### config.mk
export PLATFORM = sky130hd
export DESIGN_NAME = forced_sequencer
export DESIGN_NICKNAME = d
export VERILOG_FILES = /design/src/rtl/fseq_pkg.sv /design/src/rtl/fseq_ctrl.sv /design/src/rtl/fseq_dpath.sv /design/src/rtl/forced_sequencer.sv
export SDC_FILE = /design/constraint.sdc
export NUM_CORES = 1
export LEC_CHECK = 0
export ABC_CLOCK_PERIOD_IN_PS = 6200
export CORE_UTILIZATION = 50
export DETAILED_ROUTE_END_ITERATION = 8
export PLACE_DENSITY = 0.78
export RECOVER_POWER = 100
export SLEW_MARGIN = 0
export SYNTH_ARGS = -nofsm -noshare
export SYNTH_HDL_FRONTEND = slang
export SYNTH_SLANG_ARGS = --single-unit
export TNS_END_PERCENT = 10
### constraint.sdc
create_clock -name clk -period 6.2 [get_ports clk]
set_input_delay 1.24 -clock clk [delete_from_list [all_inputs] [get_ports clk]]
set_output_delay 1.24 -clock clk [all_outputs]
set_load 0.05 [all_outputs]
### src/rtl/fseq_pkg.sv
package fseq_pkg;
  // strobes from control to datapath
  typedef struct packed {
    logic stateWr;   // host write to the state register
    logic patWr;     // host write to a pattern register
    logic rdState;   // read selects the state register
    logic rdPat;     // read selects a pattern register
  } seqStrobe_t;
endpackage

### src/rtl/fseq_ctrl.sv
module fseq_ctrl
  import fseq_pkg::*;
#(
  parameter int NUM_STATES = 8,
  parameter int NUM_IN     = 8,
  parameter int ADDR_W     = 4,
  localparam int STATE_W   = $clog2(NUM_STATES),
  localparam int SEL_W     = $clog2(NUM_IN),
  localparam int ENTRY_W   = SEL_W + STATE_W,
  localparam int TBL_W     = NUM_STATES * 2 * ENTRY_W
) (
  input  logic               clk,
  input  logic               rstN,
  input  logic               busWr,
  input  logic [ADDR_W-1:0]  busAddr,
  input  logic [STATE_W-1:0] wrState,
  input  logic [NUM_IN-1:0]  condIn,
  input  logic [TBL_W-1:0]   cfgTable,
  output seqStrobe_t         strb,
  output logic [STATE_W-1:0] curState
);
  localparam logic [ADDR_W-1:0] STATE_ADDR = ADDR_W'(NUM_STATES);

  logic [ENTRY_W-1:0] entry0, entry1;
  logic [SEL_W-1:0]   sel0, sel1;
  logic [STATE_W-1:0] tgt0, tgt1;

  always_comb begin
    strb.stateWr = busWr && (busAddr == STATE_ADDR);
    strb.patWr   = busWr && (busAddr < STATE_ADDR);
    strb.rdState = (busAddr == STATE_ADDR);
    strb.rdPat   = (busAddr < STATE_ADDR);
  end

  assign entry0 = cfgTable[int'(curState) * 2 * ENTRY_W +: ENTRY_W];
  assign entry1 = cfgTable[int'(curState) * 2 * ENTRY_W + ENTRY_W +: ENTRY_W];
  assign sel0   = entry0[SEL_W-1:0];
  assign tgt0   = entry0[ENTRY_W-1:SEL_W];
  assign sel1   = entry1[SEL_W-1:0];
  assign tgt1   = entry1[ENTRY_W-1:SEL_W];

  always_ff @(posedge clk or negedge rstN) begin
    if (!rstN)               curState <= '0;
    else if (strb.stateWr)   curState <= wrState;
    else if (condIn[sel0])   curState <= tgt0;
    else if (condIn[sel1])   curState <= tgt1;
  end

  AST_RESET_ZERO: assert property (@(posedge clk) !rstN |=> curState == '0);
  AST_HOST_WINS: assert property (@(posedge clk) disable iff (!rstN)
    (busWr && busAddr == STATE_ADDR) |=> curState == $past(wrState));
  AST_FIRST_ENTRY: assert property (@(posedge clk) disable iff (!rstN)
    (!(busWr && busAddr == STATE_ADDR) && condIn[sel0]) |=> curState == $past(tgt0));
  AST_HOLD_IDLE: assert property (@(posedge clk) disable iff (!rstN)
    (!(busWr && busAddr == STATE_ADDR) && !condIn[sel0] && !condIn[sel1]) |=> $stable(curState));
endmodule

### src/rtl/fseq_dpath.sv
module fseq_dpath
  import fseq_pkg::*;
#(
  parameter int NUM_STATES = 8,
  parameter int DATA_W     = 8,
  parameter int ADDR_W     = 4,
  localparam int STATE_W   = $clog2(NUM_STATES)
) (
  input  logic               clk,
  input  logic               rstN,
  input  seqStrobe_t         strb,
  input  logic [ADDR_W-1:0]  busAddr,
  input  logic [DATA_W-1:0]  busWdata,
  input  logic [STATE_W-1:0] curState,
  output logic [DATA_W-1:0]  busRdata,
  output logic [DATA_W-1:0]  patternOut
);
  logic [DATA_W-1:0] patReg [NUM_STATES];

  for (genvar g = 0; g < NUM_STATES; g++) begin : gPat
    always_ff @(posedge clk or negedge rstN) begin
      if (!rstN)                                        patReg[g] <= '0;
      else if (strb.patWr && busAddr == ADDR_W'(g))     patReg[g] <= busWdata;
    end
  end

  always_ff @(posedge clk or negedge rstN) begin
    if (!rstN) patternOut <= '0;
    else       patternOut <= patReg[curState];
  end

  always_comb begin
    busRdata = '0;
    if (strb.rdState)    busRdata = DATA_W'(curState);
    else if (strb.rdPat) busRdata = patReg[busAddr[STATE_W-1:0]];
  end

  AST_RSVD_ZERO: assert property (@(posedge clk) disable iff (!rstN)
    strb.rdState |-> busRdata[DATA_W-1:STATE_W] == '0);
  AST_OUT_STEADY: assert property (@(posedge clk) disable iff (!rstN)
    ($stable(curState) && !$past(strb.patWr)) |=> $stable(patternOut));
  AST_UNMAPPED_ZERO: assert property (@(posedge clk) disable iff (!rstN)
    (busAddr > ADDR_W'(NUM_STATES)) |-> busRdata == '0);
endmodule

### src/rtl/forced_sequencer.sv
module forced_sequencer
  import fseq_pkg::*;
#(
  parameter int NUM_STATES = 8,
  parameter int NUM_IN     = 8,
  parameter int DATA_W     = 8,
  parameter int ADDR_W     = 4,
  localparam int STATE_W   = $clog2(NUM_STATES),
  localparam int ENTRY_W   = $clog2(NUM_IN) + STATE_W,
  localparam int TBL_W     = NUM_STATES * 2 * ENTRY_W
) (
  input  logic              clk,
  input  logic              rstN,
  input  logic              busWr,
  input  logic [ADDR_W-1:0] busAddr,
  input  logic [DATA_W-1:0] busWdata,
  output logic [DATA_W-1:0] busRdata,
  input  logic [NUM_IN-1:0] condIn,
  input  logic [TBL_W-1:0]  cfgTable,
  output logic [DATA_W-1:0] patternOut
);
  seqStrobe_t         strb;
  logic [STATE_W-1:0] curState;

  fseq_ctrl #(.NUM_STATES(NUM_STATES), .NUM_IN(NUM_IN), .ADDR_W(ADDR_W)) u_ctrl (
    .clk(clk), .rstN(rstN), .busWr(busWr), .busAddr(busAddr),
    .wrState(busWdata[STATE_W-1:0]), .condIn(condIn), .cfgTable(cfgTable),
    .strb(strb), .curState(curState)
  );

  fseq_dpath #(.NUM_STATES(NUM_STATES), .DATA_W(DATA_W), .ADDR_W(ADDR_W)) u_dpath (
    .clk(clk), .rstN(rstN), .strb(strb), .busAddr(busAddr), .busWdata(busWdata),
    .curState(curState), .busRdata(busRdata), .patternOut(patternOut)
  );
endmodule

==> results.ini <==
[cts]
cts_hold_buf=0
cts_tree=built
root_buffer=clkbuf_16
htree_levels=3
insertion_delay_ns=0.33
clock_sinks=75
clk_pin_slew_ns=0.06
cts_resized=0
post_cts_buffers=0
cts_buffers=9
cts_buffer_depth=2

[drt]
wl_per_cell_um=24.0
drc=0
drtIter0Drc=321
routed_wl_um=17200
ant_nets=0
dr.pass1.iters=5
dr_total_vias=4705
routed_via_density=6.56

[synthesis]
synth-edff-count=0
syn_area_um2=5880
synth_area_per_cell_um2=13.2
yosysSeqAreaShare_pct=31.9
ys_warn_count=0
ys_seq_elements=75
synth_cell_types=56
syn_inst=445
synth-async-reset-ratio_pct=100
synthesis.nets=569
synth_flop_cell=dfrtp_1

[min_path]
holdPathStages=1
hold_start=u_dpath.patReg[40]
hold_class=flop to flop
hold_end=u_dpath.patReg[40]

[sta]
finalSetupTns_ns=0
fin_skew_ns=0.00766
timing.final.crit_share_pct=89.6
hold_violations=0
timing.fmax_mhz=180
worst_pin_slew_ns=1.76
relSlewSlack_pct=-17.6
drv_slew=19
period_needed_ns=5.55
postLayoutSetupSlackWorst_ns=0.646
rsz0062_at_grt=no
fin_hold_ws_ns=0.526
final-setup-viol-count=0

[die]
die_w_um=110
die_y_um=110
io_pins=135
start_util_pct=51.5
coreArea_um2=11400
placement_rows=39
die_area_um2=12200

[run_status]
violations=max-capacitance violations, max-slew violations
status=complete, but fails checks

[setup_path]
reg2reg_slack_ns=0.90
crit_start=busAddr[1]
crit_path_end_kind=output port
worst-endpoint-required_ns=4.96
critPathMaxFanout=13
critPathSlowestCell=dlygate4sd3_1
path_buf_inv=3
crit_family=buffers and inverters
crit_type=input port to output port
cp_slowest_stage_delay_ns=0.97
reg2reg_from=u_ctrl.curState[0]
cp.arrival_ns=4.31
cp_cell_sequence=dlygate4sd3_1 -> clkbuf_1 -> mux4_2 -> nor2b_1 -> a31oi_1 -> o22ai_1 -> dlygate4sd3_1
reg2reg_to=u_ctrl.curState[0]
reg2regPathDepth=11
crit_path_frequent_cell=dlygate4sd3_1
cp-start-kind=input port

[grt]
grt_pass1_vias=5071
grt_overflow=0
grt_util_all_layers_pct=29.4
grt_pass1_wl_um=27800
antenna_found_initial=0
grt_max_degree=76

[final_layout]
fillers=867
insertedDiodeCount=0
mostFrequentLayoutCell=clkdlybuf4s50_1
most-common-layout-cells=clkdlybuf4s50_1 (115), dfrtp_1 (75), mux4_2 (72)
syn_to_final_growth_pct=29.0
drive_gt1_share_pct=30.3
fin_area_um2=7580
multi_input_area_um2=3800
nets=693
final-seq-area_um2=1880

[placed_design]
place.gp.congestion=0.968
port_buffers=134
preCtsSetupSlack_ns=1.09
hpwl_um=12700
placed_area_um2=7310

[pwr]
ir_drop_mv=0.870
power_density_nw_per_um2=582
power_mw=4.41
leakagePower_nw=3.05

[run]
drv_cap=3

## report_power, final
part	total (mW)	internal, mW	switching (mW)
Clock	0.524	0.316	0.208
Sequential	0.754	0.629	0.125
Combinational	3.13	1.50	1.64
Total	4.41	2.44	1.97
## state kept, by name (all words and copies together) (netlist names)
| signal | flops |
|---|---|
| u_dpath.patReg | 64 |
| u_dpath.patternOut | 8 |
| u_ctrl.curState | 3 |
## stage by stage
step | utilization [%] | cells
finish | 66.4 | 717
global route | 66.4 | 717
CTS | 66.7 | 717
detailed placement | 64.0 | 701
global placement | 64.0 | 701
floorplan | - | 445
## cell families (layout without fill, tap and decap cells)
group	Yosys count	count (layout)	synth area share, %
multiplexers	186	186	48.8
AO/OA/AOI/OAI	46	46	5.54
flip-flops	75	75	31.9
AND/OR/NAND/NOR	92	92	8.24
buffers and inverters	36	165	3.17
adder cells (fa/ha/maj)	5	5	1.19
XOR/XNOR	5	5	1.13
## synth_stat cells, drive strengths merged, types with 4 or more instances
library cell / n / area (um2)
dfrtp: 75 / 1880
mux4: 73 / 1650
mux2: 71 / 800
mux2i: 42 / 420
nand2: 37 / 139
buf: 18 / 119
nor2: 13 / 48.8
clkbuf: 12 / 45.0
o21ai: 9 / 45.0
a21oi: 6 / 30.0
inv: 6 / 22.5
nor2b: 6 / 37.5
a211oi: 5 / 37.5
nand2b: 5 / 31.3
nor4: 5 / 52.6
a31oi: 4 / 25.0
and2: 4 / 25.0
ha: 4 / 50.1
nand3: 4 / 20.0
nor3b: 4 / 35.0
o211ai: 4 / 30.0
## routing by layer
layer,wire length [um],vias up,part of all wire [%],global-route usage (%)
li1,-,2028,-,-
met1,6610,2409,38,37.6
met2,8980,231,52,49.9
met3,1230,37,7.1,5.82
met4,413,0,2.4,10.0
met5,0,-,0,0
## worst max-delay path by stage
stage,to,cells past startpoint
2_1_floorplan,u_ctrl.curState[0],13
3_3_place_gp,busRdata[1],7
3_5_place_dp,busRdata[1],7
4_1_cts,busRdata[1],7
5_1_grt,busRdata[1],7
6_report,busRdata[1],7
## final cells by class
class	count	share of cell area [%]
timing repair buffer	143	18.5
tap	143	2.36
inverter	6	0.297
clock buffer	10	3.02
sequential	75	24.7
multi-input combinational	334	50.2
clock inverter	6	0.957
Power figures use the tool's default switching activity.
